===== config.mk =====
export PLATFORM = sky130hd
export DESIGN_NAME = adc_serial_ctrl
export DESIGN_NICKNAME = d
export VERILOG_FILES = /design/src/rtl/adc_ctrl_pkg.sv /design/src/rtl/adc_sclk_gen.sv /design/src/rtl/adc_fall_det.sv /design/src/rtl/adc_rx_shift.sv /design/src/rtl/adc_serial_ctrl.sv
export SDC_FILE = /design/constraint.sdc
export NUM_CORES = 1
export LEC_CHECK = 0
export ABC_AREA = 1
export BUFFER_PORTS_ARGS = -buffer_cell sky130_fd_sc_hd__buf_2
export CORE_MARGIN = 2
export CORE_UTILIZATION = 45
export DETAILED_ROUTE_END_ITERATION = 10
export PLACE_DENSITY_LB_ADDON = 0.3
export SYNTH_ARGS = -nofsm -noshare
export SYNTH_HDL_FRONTEND = slang
export SYNTH_SLANG_ARGS = --single-unit

===== constraint.sdc =====
create_clock -name clk_i -period 6 [get_ports clk_i]
set_clock_uncertainty 0.15 [all_clocks]
set_input_delay 1.2 -clock clk_i [delete_from_list [all_inputs] [get_ports clk_i]]
set_output_delay 1.2 -clock clk_i [all_outputs]
set_load 0.03 [all_outputs]

===== src/rtl/adc_ctrl_pkg.sv =====
package adc_ctrl_pkg;

  localparam int CMD_W = 8;

  typedef enum logic [2:0] {
    ST_IDLE,
    ST_CS_LO,
    ST_CMD,
    ST_WAIT,
    ST_READ,
    ST_CS_HI
  } ctrl_state_e;

  // start=1, channel, input mode, polarity, external-clock code 11
  function automatic logic [CMD_W-1:0] build_cmd(input logic [2:0] chan,
                                                 input logic sgl,
                                                 input logic uni);
    return {1'b1, chan, sgl, uni, 2'b11};
  endfunction

endpackage


===== src/rtl/adc_sclk_gen.sv =====
module adc_sclk_gen #(
  parameter int DIV_W = 8
) (
  input  logic             clk_i,
  input  logic             rst_ni,
  input  logic             en_i,
  input  logic [DIV_W-1:0] half_div_i,
  output logic             sclk_o,
  output logic             rise_o,
  output logic             fall_o
);

  logic [DIV_W-1:0] cnt_q;
  logic             sclk_q;
  logic             wrap;

  assign wrap   = en_i && (cnt_q >= half_div_i);
  assign rise_o = wrap && !sclk_q;
  assign fall_o = wrap && sclk_q;
  assign sclk_o = sclk_q;

  always_ff @(posedge clk_i or negedge rst_ni) begin
    if (!rst_ni) begin
      cnt_q  <= '0;
      sclk_q <= 1'b0;
    end else if (!en_i) begin
      cnt_q  <= '0;
      sclk_q <= 1'b0;
    end else if (wrap) begin
      cnt_q  <= '0;
      sclk_q <= ~sclk_q;
    end else begin
      cnt_q <= cnt_q + 1'b1;
    end
  end

  a_r4_rise_announced: assert property (@(posedge clk_i) disable iff (!rst_ni)
    $rose(sclk_q) |-> $past(rise_o));

  a_r4_stop_low: assert property (@(posedge clk_i) disable iff (!rst_ni)
    !en_i |=> !sclk_q);

endmodule


===== src/rtl/adc_fall_det.sv =====
module adc_fall_det #(
  parameter int STAGES = 2
) (
  input  logic clk_i,
  input  logic rst_ni,
  input  logic sig_i,
  output logic fall_o
);

  logic [STAGES:0] sh_q;

  always_ff @(posedge clk_i or negedge rst_ni) begin
    if (!rst_ni) sh_q <= '0;
    else         sh_q <= {sh_q[STAGES-1:0], sig_i};
  end

  assign fall_o = sh_q[STAGES] && !sh_q[STAGES-1];

  a_r5_fall_single: assert property (@(posedge clk_i) disable iff (!rst_ni)
    fall_o |=> !fall_o);

endmodule


===== src/rtl/adc_rx_shift.sv =====
module adc_rx_shift #(
  parameter int FRAME_W = 16,
  parameter int RES_W   = 14,
  localparam int CNT_W  = $clog2(FRAME_W + 1)
) (
  input  logic             clk_i,
  input  logic             rst_ni,
  input  logic             clr_i,
  input  logic             shift_i,
  input  logic             bit_i,
  output logic [RES_W-1:0] head_o,
  output logic             full_o
);

  logic [FRAME_W-1:0] data_q;
  logic [CNT_W-1:0]   cnt_q;

  assign full_o = (cnt_q == CNT_W'(FRAME_W));
  assign head_o = data_q[FRAME_W-1 -: RES_W];

  always_ff @(posedge clk_i or negedge rst_ni) begin
    if (!rst_ni) begin
      data_q <= '0;
      cnt_q  <= '0;
    end else if (clr_i) begin
      data_q <= '0;
      cnt_q  <= '0;
    end else if (shift_i && !full_o) begin
      data_q <= {data_q[FRAME_W-2:0], bit_i};
      cnt_q  <= cnt_q + 1'b1;
    end
  end

  a_r5_no_overrun: assert property (@(posedge clk_i) disable iff (!rst_ni)
    cnt_q <= CNT_W'(FRAME_W));

endmodule


===== src/rtl/adc_serial_ctrl.sv =====
module adc_serial_ctrl
  import adc_ctrl_pkg::*;
#(
  parameter int RES_W       = 14,
  parameter int FRAME_W     = 16,
  parameter int DIV_W       = 8,
  parameter int TMO_W       = 12,
  parameter int SYNC_STAGES = 2
) (
  input  logic             clk_i,
  input  logic             rst_ni,
  input  logic             start_i,
  input  logic [2:0]       chan_i,
  input  logic             sgl_i,
  input  logic             uni_i,
  input  logic [DIV_W-1:0] half_div_i,
  input  logic [TMO_W-1:0] tmo_lim_i,
  output logic             busy_o,
  output logic [RES_W-1:0] result_o,
  output logic             valid_o,
  output logic             timeout_o,
  output logic             cs_no,
  output logic             sclk_o,
  output logic             din_o,
  input  logic             dout_i,
  input  logic             sstrb_i
);

  localparam int BIT_CW = $clog2(CMD_W + 1);

  ctrl_state_e state_q, state_d;

  logic [CMD_W-1:0]  tx_q;
  logic [BIT_CW-1:0] bit_cnt_q;
  logic [TMO_W:0]    tmo_cnt_q;
  logic [TMO_W:0]    tmo_nxt;
  logic              tmo_flag_q;
  logic [RES_W-1:0]  result_q;

  logic sclk_en, rise, fall, strb_fall;
  logic rx_clr, rx_shift, rx_full;
  logic [RES_W-1:0] rx_head;
  logic cmd_done, tmo_hit, read_done;

  assign sclk_en = (state_q == ST_CMD) || (state_q == ST_WAIT) || (state_q == ST_READ);

  adc_sclk_gen #(.DIV_W(DIV_W)) i_sclk_gen (
    .clk_i      (clk_i),
    .rst_ni     (rst_ni),
    .en_i       (sclk_en),
    .half_div_i (half_div_i),
    .sclk_o     (sclk_o),
    .rise_o     (rise),
    .fall_o     (fall)
  );

  adc_fall_det #(.STAGES(SYNC_STAGES)) i_strb_det (
    .clk_i  (clk_i),
    .rst_ni (rst_ni),
    .sig_i  (sstrb_i),
    .fall_o (strb_fall)
  );

  assign rx_clr   = (state_q == ST_WAIT);
  assign rx_shift = (state_q == ST_READ) && rise;

  adc_rx_shift #(.FRAME_W(FRAME_W), .RES_W(RES_W)) i_rx_shift (
    .clk_i   (clk_i),
    .rst_ni  (rst_ni),
    .clr_i   (rx_clr),
    .shift_i (rx_shift),
    .bit_i   (dout_i),
    .head_o  (rx_head),
    .full_o  (rx_full)
  );

  assign tmo_nxt   = tmo_cnt_q + {{TMO_W{1'b0}}, 1'b1};
  assign cmd_done  = fall && (bit_cnt_q == BIT_CW'(CMD_W));
  assign tmo_hit   = fall && (tmo_nxt >= {1'b0, tmo_lim_i});
  assign read_done = fall && rx_full;

  always_comb begin
    state_d = state_q;
    unique case (state_q)
      ST_IDLE:  if (start_i) state_d = ST_CS_LO;
      ST_CS_LO: state_d = ST_CMD;
      ST_CMD:   if (cmd_done) state_d = ST_WAIT;
      ST_WAIT: begin
        // strobe wins over an expiring wait limit
        if (strb_fall)    state_d = ST_READ;
        else if (tmo_hit) state_d = ST_CS_HI;
      end
      ST_READ:  if (read_done) state_d = ST_CS_HI;
      ST_CS_HI: state_d = ST_IDLE;
      default:  state_d = ST_IDLE;
    endcase
  end

  always_ff @(posedge clk_i or negedge rst_ni) begin
    if (!rst_ni) begin
      state_q    <= ST_IDLE;
      tx_q       <= '0;
      bit_cnt_q  <= '0;
      tmo_cnt_q  <= '0;
      tmo_flag_q <= 1'b0;
      result_q   <= '0;
    end else begin
      state_q <= state_d;
      case (state_q)
        ST_IDLE: if (start_i) begin
          tx_q       <= build_cmd(chan_i, sgl_i, uni_i);
          bit_cnt_q  <= '0;
          tmo_flag_q <= 1'b0;
        end
        ST_CMD: begin
          if (rise) bit_cnt_q <= bit_cnt_q + 1'b1;
          if (fall) tx_q <= {tx_q[CMD_W-2:0], 1'b0};
        end
        ST_WAIT: if (!strb_fall && tmo_hit) tmo_flag_q <= 1'b1;
        ST_READ: if (read_done) result_q <= rx_head;
        default: ;
      endcase
      if (state_q != ST_WAIT)       tmo_cnt_q <= '0;
      else if (fall && !strb_fall)  tmo_cnt_q <= tmo_nxt;
    end
  end

  assign cs_no     = (state_q == ST_IDLE) || (state_q == ST_CS_HI);
  assign busy_o    = (state_q != ST_IDLE);
  assign din_o     = ((state_q == ST_CS_LO) || (state_q == ST_CMD)) ? tx_q[CMD_W-1] : 1'b0;
  assign valid_o   = (state_q == ST_CS_HI) && !tmo_flag_q;
  assign timeout_o = (state_q == ST_CS_HI) && tmo_flag_q;
  assign result_o  = result_q;

  a_r4_sclk_idle: assert property (@(posedge clk_i) disable iff (!rst_ni)
    cs_no |-> !sclk_o);

  a_r3_din_stable: assert property (@(posedge clk_i) disable iff (!rst_ni)
    (state_q == ST_CMD && rise) |=> $stable(din_o));

  a_r6_valid_once: assert property (@(posedge clk_i) disable iff (!rst_ni)
    valid_o |=> !valid_o);

  a_r2_cs_end: assert property (@(posedge clk_i) disable iff (!rst_ni)
    $rose(cs_no) |-> (valid_o || timeout_o));

  a_r8_start_ignored: assert property (@(posedge clk_i) disable iff (!rst_ni)
    (busy_o && start_i) |=> !$fell(cs_no));

  a_r7_no_result_on_tmo: assert property (@(posedge clk_i) disable iff (!rst_ni)
    timeout_o |-> $stable(result_o));

endmodule


==> impl_metrics.py, run 1 <==
metrics = {
    "global_routing": {
        "track_usage_pct": 16.79,
        "grt_start_max_net_pins": 77,
        "antenna_found_initial": 0,
        "grt_pass1_vias": 3052,
        "grt.overflow.total": 0,
        "grt_pass1_wl_um": 13500,
    },
    "routing": {
        "totalWireLength_um": 7773,
        "drtIter0Drc": 109,
        "avgViaCountPerCell": 4.986,
        "first_pass_iters": 4,
        "drcViolationCount": 0,
        "antenna_left": 0,
        "avgRoutedWirePerCell_um": 12.03,
        "vias": 3221,
    },
    "finish": {
        "final_common_cell": "inv_1",
        "areaGrowthSynthToFinish_pct": 12.26,
        "drive_above_1_share_pct": 16.91,
        "antennaDiodeCount": 0,
        "layout_common_cells": "inv_1, dfrtp_1, nand2_1",
        "nets": 590,
        "fin_cells": 646,
        "fillers": 843,
    },
    "setup_path": {
        "worst_path_max_delay_cell": "nor2_2",
        "rr_endpoint": "state_q[0]",
        "cp_common_cell": "inv_1",
        "cp_max_fo": 18,
        "critical-path-top-delay-family": "simple AND/OR/NAND/NOR gates",
        "cp.buffers_inverters": 4,
        "rr_worst_depth": 16,
        "regToRegStartpoint": "tmo_cnt_q[0]",
        "path_cells": "inv_1 -> nand2_1 -> nor2_2 -> inv_1 -> o21ai_0 -> inv_1 -> nor2_1 -> buf_2",
        "cp_data_required_time_ns": 4.65,
        "crit_cells": 8,
        "crit_path_end": "din_o",
        "worstSetupPathType": "flop to output pin",
        "cp.arrival_ns": 2.18,
        "cp-startpoint": "state_q[2]",
        "r2r_slack_ns": 3.19,
        "end_kind": "output pin",
        "startpoint_type": "flop",
        "critPathMaxStageDelay_ns": 0.57,
    },
    "die": {
        "fp.dieH_um": 99.49,
        "core.rowCount": 34,
        "die_area_um2": 9897,
        "io_pins": 50,
        "die_w_um": 99.49,
        "initial_core_util_pct": 46.82,
        "core_area_um2": 8763,
    },
    "synth": {
        "synth_fp_nets": 538,
        "synth_top_family_by_area": "simple AND/OR/NAND/NOR gates",
        "synthFlopType": "dfrtp_1",
        "syn_inst": 481,
        "synthSimpleGateAreaFrac_pct": 20.22,
        "yosys_warnings": 0,
        "syn_area_per_cell_um2": 8.529,
        "ys_ff_latch": 76,
        "synthMuxAreaShare_pct": 0,
        "synth_compound_area_share_pct": 12.38,
        "ys_types": 36,
        "ys_seq_area_share_pct": 46.36,
        "synth_fa_ha_area_share_pct": 8.234,
        "synth_edf_count": 0,
        "async_reset_ff_share_pct": 100.0,
        "synth.cell_area_um2": 4103,
        "synth-xor-area-share_pct": 2.348,
    },
    "clock_network": {
        "postCtsHoldBufs": 0,
        "ctsHtreeMaxLevel": 3,
        "cts_resized": 0,
        "clock_sinks": 76,
        "cts_root_buffer": "clkbuf_8",
        "clock_path_buffers": 2,
        "cts_tree": "done",
        "cts_buffers": 9,
        "cts_setup_buffers": 0,
        "clk_pin_slew_ns": 0.09,
        "clock_latency_ns": 0.35,
    },
    "place": {
        "dpl.cell_count": 630,
        "gp_congestion": 0.8368,
        "io_buffer_count": 49,
        "dp_hpwl_um": 5687,
    },
    "min_path": {
        "hold_depth": 0,
        "hold_path.class": "flop to flop",
        "holdCritStartpoint": "i_strb_det.sh_q[0]",
    },
    "timing": {
        "timing.final.max_slew_violations": 0,
        "min_period_ns": 3.533,
        "worst_pin_slew_ns": 0.9408,
        "max_slew_margin_pct": 37.28,
        "setup_viol": 0,
        "min_period_over_period_pct": 58.89,
        "fmax_ghz": 0.2830,
        "tns_ns": 0,
        "hold_viol": 0,
        "rsz0062_at_grt": "false",
    },
    "power": {
        "ir_drop_uv": 289.6,
        "finalPower_mw": 1.388,
        "leakagePower_nw": 2.549,
        "p_per_area_nw_per_um2": 301.4,
    },
    "job": {
        "drv_cap": 0,
    },
    "outcome": {
        "outcome": "finished clean",
    },
}
## synthesized netlist by cell type, types with 6 or more instances
library cell  number  area share, %
a21oi_1           20            2.4
a21oi_2            6            1.3
dfrtp_1           76             46
ha_1              27            8.2
inv_1             95            8.7
nand2_1           70            6.4
nand3_1           31            3.8
nand4_1            6           0.92
nor2_1            41            3.8
o21ai_0           12            1.5
o21ai_1           16            2.0
o22ai_1           21            3.2
xor2_1             9            1.9
## power by group
part | switching (mW) | internal (mW) | total [mW]
registers | 0.0361 | 0.567 | 0.603
logic | 0.293 | 0.129 | 0.421
clock network | 0.209 | 0.155 | 0.364
total | 0.538 | 0.850 | 1.39
## stage by stage
| stage | hold WS [ns] | utilization [%] | setup WS, ns | cell area [um2] |
|---|---|---|---|---|
| floorplan | 0.1812 | - | 3.113 | 4103 |
| global placement | 0.1961 | 50.49 | 2.676 | 4424 |
| detailed placement | 0.2063 | 50.49 | 2.573 | 4424 |
| CTS | 0.2308 | 52.56 | 2.440 | 4606 |
| global route | 0.2466 | 52.56 | 2.261 | 4606 |
| finish | 0.2162 | 52.56 | 2.467 | 4606 |
## area by class of cell
type	count	area (um2)	share of cell area [%]
clock inverters	7	57.56	1.250
well taps	108	135.1	2.934
multi-input cells	299	1772	38.47
repair buffers	49	247.7	5.379
clock buffers	9	123.9	2.689
flip-flops and latches	76	1902	41.29
inverters	98	367.9	7.987
## sequential cells by signal, summed over array words and instances, names as in the netlist, 3 cells and up
signal / count
i_sclk_gen.cnt_q: 8
state_q: 3
i_rx_shift.cnt_q: 5
bit_cnt_q: 4
result_o: 14
tx_q: 8
tmo_cnt_q: 13
i_rx_shift.data_q: 16
i_strb_det.sh_q: 3
## metal layers
metal  share of wire [%]  wire, um  vias to the layer above  track usage [%]
li1                    -         -                     1655                -
met1                  49      3845                     1503            23.29
met5                   0         0                        -                0
met4                 1.5       115                        0            5.690
met3                 3.3       254                       12            3.092
met2                  46      3558                       51            26.72
## worst min-delay path by stage
stage | end | slack (ns)
after detailed placement | i_strb_det.sh_q[1] | 0.21
final | i_strb_det.sh_q[1] | 0.22
after CTS | i_strb_det.sh_q[1] | 0.23
after floorplan | i_strb_det.sh_q[1] | 0.18
after global placement | i_strb_det.sh_q[1] | 0.20
after global routing | i_strb_det.sh_q[1] | 0.25
## cells by family after synthesis
logic type | after synthesis
simple gates | 175
buf+inv | 106
compound gates | 86
flops | 76
fa+ha+maj | 27
xor+xnor | 11
(Power assumes the default switching activity.)
==> inputs of run 2 (changes only) <==
Clock period 6 ns to 3.7 ns, I/O delays scaled along.
==> run 2 against run 1 <==
  * Wire length about the same
  * Clock power up 57%
  * Register-to-register slack worse by 2.3 ns
  * Power rose by 61%
  * Critical path depth is 8 higher
  * Core utilization barely moved
  * Count of clock-buffer cells in the layout is the same
  * Worst setup slack got worse by 1.6 ns
  * Sequential power is 62% higher
  * Die area is the same
  * Non-clock buffer count is 1 higher
==> impl_metrics.py, run 2 (same netlist as run 1, synthesis figures left out) <==
metrics = {
    "outcome": {
        "outcome": "finished clean",
    },
    "timing": {
        "min_period_ns": 2.794,
        "fmax_ghz": 0.3580,
        "min_period_over_period_pct": 75.50,
        "rsz0062_at_grt": "false",
        "max_slew_margin_pct": 35.41,
        "timing.final.max_slew_violations": 0,
        "tns_ns": 0,
        "setup_viol": 0,
        "hold_viol": 0,
        "worst_pin_slew_ns": 0.9689,
    },
    "setup_path": {
        "path_cells": "ha_1 -> nand3_1 -> nor2_1 -> nand3_1 -> xor2_1 -> inv_1 -> ha_1 -> a21o_1 -> a21oi_1 -> inv_1 -> nor2_1 -> nand3_1 -> nand3_1 -> nand2_1 -> nand4_1 -> nand2_1",
        "rr_endpoint": "state_q[0]",
        "worst_path_max_delay_cell": "dfrtp_1",
        "startpoint_type": "flop",
        "cp.arrival_ns": 2.88,
        "end_kind": "flop",
        "cp_max_fo": 6,
        "cp_common_cell": "nand3_1",
        "cp-startpoint": "tmo_cnt_q[0]",
        "r2r_slack_ns": 0.91,
        "cp_data_required_time_ns": 3.78,
        "regToRegStartpoint": "tmo_cnt_q[0]",
        "crit_path_end": "state_q[0]",
        "rr_worst_depth": 16,
        "critPathMaxStageDelay_ns": 0.44,
        "worstSetupPathType": "flop to flop",
    },
    "finish": {
        "nets": 591,
        "layout_common_cells": "inv_1, dfrtp_1, nand2_1",
        "antennaDiodeCount": 0,
        "largest_reg_flops": 16,
        "final_common_cell": "inv_1",
        "largest-register": "i_rx_shift.data_q",
        "drive_above_1_share_pct": 17.07,
        "areaGrowthSynthToFinish_pct": 12.29,
        "final_util_pct": 52.57,
    },
    "clock_network": {
        "clock_path_buffers": 2,
        "clock_sinks": 76,
        "clk_pin_slew_ns": 0.08,
        "ctsHtreeMaxLevel": 3,
        "cts_buffers": 9,
        "cts_resized": 0,
        "cts_root_buffer": "clkbuf_8",
        "postCtsHoldBufs": 0,
        "cts_setup_buffers": 0,
        "clock_latency_ns": 0.35,
        "cts_tree": "done",
    },
    "routing": {
        "vias": 3176,
        "first_pass_iters": 4,
        "avgRoutedWirePerCell_um": 12.01,
        "drtIter0Drc": 144,
        "totalWireLength_um": 7771,
        "drcViolationCount": 0,
        "antenna_left": 0,
        "avgViaCountPerCell": 4.909,
    },
    "global_routing": {
        "grt_start_max_net_pins": 77,
        "grt.overflow.total": 0,
        "antenna_found_initial": 0,
        "grt_pass1_wl_um": 13950,
        "track_usage_pct": 17.23,
        "grt_pass1_vias": 3160,
    },
    "die": {
        "die_w_um": 99.49,
        "initial_core_util_pct": 46.82,
        "io_pins": 50,
        "core.rowCount": 34,
        "die_area_um2": 9897,
        "core_area_um2": 8763,
        "fp.dieH_um": 99.49,
    },
    "power": {
        "p_per_area_nw_per_um2": 485.5,
        "leakagePower_nw": 2.558,
        "ir_drop_uv": 406.1,
    },
    "job": {
        "drv_cap": 0,
    },
    "place": {
        "io_buffer_count": 49,
        "gp_congestion": 0.8064,
        "dp_hpwl_um": 5671,
    },
    "min_path": {
        "hold_path.class": "flop to flop",
    },
}
[run 2: cell types whose count changed in the layout (fill, tap and decap cells not counted), sizes merged]
| cell | previous run | this run |
|---|---|---|
| clkinvlp | 3 | 2 |
| buf | 49 | 50 |
| inv | 101 | 100 |
| clkinv | 1 | 3 |
[run 2: how the worst min path moves through the flow]
stage                         endpoint  cells past startpoint                from
floorplan           i_strb_det.sh_q[1]                      0  i_strb_det.sh_q[0]
global placement    i_strb_det.sh_q[1]                      0  i_strb_det.sh_q[0]
detailed placement  i_strb_det.sh_q[1]                      0  i_strb_det.sh_q[0]
CTS                 i_strb_det.sh_q[1]                      0  i_strb_det.sh_q[0]
global route        i_strb_det.sh_q[1]                      0  i_strb_det.sh_q[0]
finish              i_strb_det.sh_q[1]                      0  i_strb_det.sh_q[0]
[run 2: worst max-delay path, delay by kind of cell, from the launching register on]
kind,cells,cell delay [ns]
buf+inv,2,0.13
compound gates,2,0.33
fa+ha+maj,2,0.47
simple gates,9,0.97
flops,1,0.44
xor+xnor,1,0.19
[run 2: area by class of cell]
type                            count  area (um2)
Clock buffer                        9       123.9
Fill cell                         866        4156
Tap cell                          108       135.1
Inverter                           98       367.9
Sequential cell                    76        1902
Clock inverter                      7       51.30
Timing Repair Buffer               50       255.2
Multi-Input combinational cell    299        1772
[run 2: power by group]
group          switching (mW)  internal, mW
sequential             0.0558         0.919
combinational           0.475         0.215
clock                   0.326         0.247
[run 2: metrics by stage]
stage | total power [mW] | hold slack (ns) | std cells | instance area (um2) | setup slack [ns]
detailed placement | 1.685 | 0.2030 | 631 | 4432 | 0.7320
global placement | 1.669 | 0.1922 | 631 | 4432 | 0.8346
floorplan | 1.512 | 0.1812 | 481 | 4103 | 1.273
CTS | 2.262 | 0.2217 | 647 | 4607 | 0.8944
global route | 2.428 | 0.2270 | 647 | 4607 | 0.5719
finish | 2.237 | 0.2116 | 647 | 4607 | 0.9064
[run 2: routing by layer]
metal	track usage (%)	wire length [um]	vias to the layer above
met2	28.38	3521	51
met5	0	0	-
li1	-	-	1654
met1	23.16	3829	1462
met3	3.795	335	9
met4	4.636	85	0
==> inputs of run 3 (changes only) <==
Clock period 3.7 ns to 2.8 ns, I/O delays scaled along.
==> run 3 against run 2 <==
  * Die area is the same
  * Combinational power grew 38%
  * Power grew 36%
  * Design area grew 3.0%
  * Wire length grew 2.6%
  * Highest routed layer unchanged
  * Sequential share of layout area shrank 1.1 points
  * First-iteration DRC count shrank 24%
  * Count of clock-buffer cells in the layout is the same
  * Fmax grew 9.3%
  * Critical path depth is the same
  * Register-to-register slack lost 0.66 ns
==> impl_metrics.py, run 3 (same netlist as run 1, synthesis figures left out) <==
metrics = {
    "global_routing": {
        "grt_pass1_vias": 3293,
        "antenna_found_initial": 0,
        "grt_start_max_net_pins": 41,
        "track_usage_pct": 17.91,
        "grt.overflow.total": 0,
        "grt_pass1_wl_um": 14410,
    },
    "clock_network": {
        "cts_root_buffer": "clkbuf_8",
        "cts_tree": "done",
        "clock_latency_ns": 0.36,
        "cts_buffers": 9,
        "cts_setup_buffers": 0,
        "ctsHtreeMaxLevel": 3,
        "clock_path_buffers": 2,
        "clk_pin_slew_ns": 0.08,
        "clock_sinks": 76,
    },
    "timing": {
        "timing.final.max_slew_violations": 0,
        "fin_ws_ns": 0.2446,
        "worst_pin_slew_ns": 0.5082,
        "setup_viol": 0,
        "tns_ns": 0,
        "rsz0062_at_grt": "false",
        "min_period_ns": 2.555,
        "fmax_ghz": 0.3913,
        "min_period_over_period_pct": 91.26,
        "max_slew_margin_pct": 66.12,
        "hold_viol": 0,
    },
    "place": {
        "io_buffer_count": 49,
        "dp_slack_ns": 0.05627,
        "dpl.cell_count": 636,
        "gp_congestion": 0.8435,
        "dp_hpwl_um": 5851,
    },
    "die": {
        "core.rowCount": 34,
        "die_w_um": 99.49,
        "io_pins": 50,
        "core_area_um2": 8763,
        "fp.dieH_um": 99.49,
        "initial_core_util_pct": 46.82,
        "die_area_um2": 9897,
    },
    "finish": {
        "fin_cells": 652,
        "drive_above_1_share_pct": 20.96,
        "final_common_cell": "inv_1",
        "areaGrowthSynthToFinish_pct": 15.71,
        "final_util_pct": 54.17,
        "largest_reg_flops": 16,
        "layout_common_cells": "inv_1, dfrtp_1, nand2_1",
        "antennaDiodeCount": 0,
        "nets": 596,
        "largest-register": "i_rx_shift.data_q",
        "fillers": 826,
    },
    "routing": {
        "antenna_left": 0,
        "drtIter0Drc": 109,
        "avgViaCountPerCell": 5.005,
        "totalWireLength_um": 7974,
        "avgRoutedWirePerCell_um": 12.23,
        "vias": 3263,
        "drcViolationCount": 0,
        "first_pass_iters": 4,
    },
    "setup_path": {
        "r2r_slack_ns": 0.24,
        "rr_endpoint": "state_q[0]",
        "cp_data_required_time_ns": 2.89,
        "regToRegStartpoint": "tmo_cnt_q[0]",
        "cp_max_fo": 6,
        "cp.arrival_ns": 2.65,
        "worstSetupPathType": "flop to flop",
        "end_kind": "flop",
        "rr_worst_depth": 16,
        "startpoint_type": "flop",
    },
    "job": {
        "drv_cap": 0,
    },
    "power": {
        "ir_drop_uv": 587.0,
        "p_per_area_nw_per_um2": 638.6,
        "leakagePower_nw": 2.589,
    },
    "min_path": {
        "hold_path.class": "input pin to asynchronous set/reset pin",
    },
    "outcome": {
        "outcome": "finished clean",
    },
}
-- run 3: changes by cell type in the layout (fill, tap and decap cells not counted), moves of 3 or more --
cell | before | now
buf_4 | 2 | 6
dfrtp_1 | 76 | 73
dfrtp_2 | 0 | 3
nand3_1 | 31 | 28
nor2_1 | 41 | 38
xor2_1 | 9 | 6
xor2_2 | 0 | 3
-- run 3: cell type report --
class | instances | area, um2 | area share (%)
repair buffers | 55 | 305.3 | 6.431
clock inverters | 7 | 58.81 | 1.239
well taps | 108 | 135.1 | 2.847
clock buffers | 9 | 123.9 | 2.609
flip-flops and latches | 76 | 1906 | 40.14
multi-input cells | 299 | 1851 | 38.98
inverters | 98 | 367.9 | 7.749
-- run 3: how the worst max path moves through the flow --
stage                            start    endpoint
after floorplan           tmo_cnt_q[0]  state_q[1]
final                     tmo_cnt_q[0]  state_q[0]
after global routing      tmo_cnt_q[1]  state_q[0]
after detailed placement  tmo_cnt_q[0]  state_q[0]
after global placement    tmo_cnt_q[0]  state_q[1]
after CTS                 tmo_cnt_q[0]  state_q[1]
-- run 3: power by group --
part           switching [mW]  internal, mW
clock                   0.455         0.336
combinational           0.638         0.312
sequential             0.0771          1.21
-- run 3: worst max-delay path, stage by stage, from the launching register on --
cell	delay (ns)
dfrtp_2	0.41
ha_2	0.21
nand3_4	0.09
nor2_4	0.16
nand3_2	0.10
xor2_2	0.16
inv_2	0.06
ha_4	0.21
a21o_1	0.16
a21oi_2	0.16
inv_1	0.05
nor2_1	0.09
nand3_1	0.09
nand3_1	0.09
nand2_2	0.09
nand4_1	0.12
nand2_1	0.05
-- run 3: metal layers --
layer | vias up | wire (um) | track usage, %
met4 | 0 | 76 | 4.847
li1 | 1670 | - | -
met1 | 1522 | 3754 | 23.73
met2 | 61 | 3751 | 29.31
met3 | 10 | 391 | 4.708
met5 | - | 0 | 0
-- run 3: timing repair --
item,4_1_cts,5_1_grt
hold buffers,0,0
setup endpoints to repair,0,4
resized for setup,0,19
-- run 3: per-stage QoR --
step / hold WS (ns) / power, mW / area (um2)
after global routing: 0.04392 / 3.277 / 4747
after detailed placement: 0.1936 / 2.258 / 4482
after CTS: 0.02516 / 3.056 / 4664
after floorplan: 0.1144 / 1.998 / 4103
final: 0.02094 / 3.031 / 4747
after global placement: 0.1958 / 2.228 / 4482
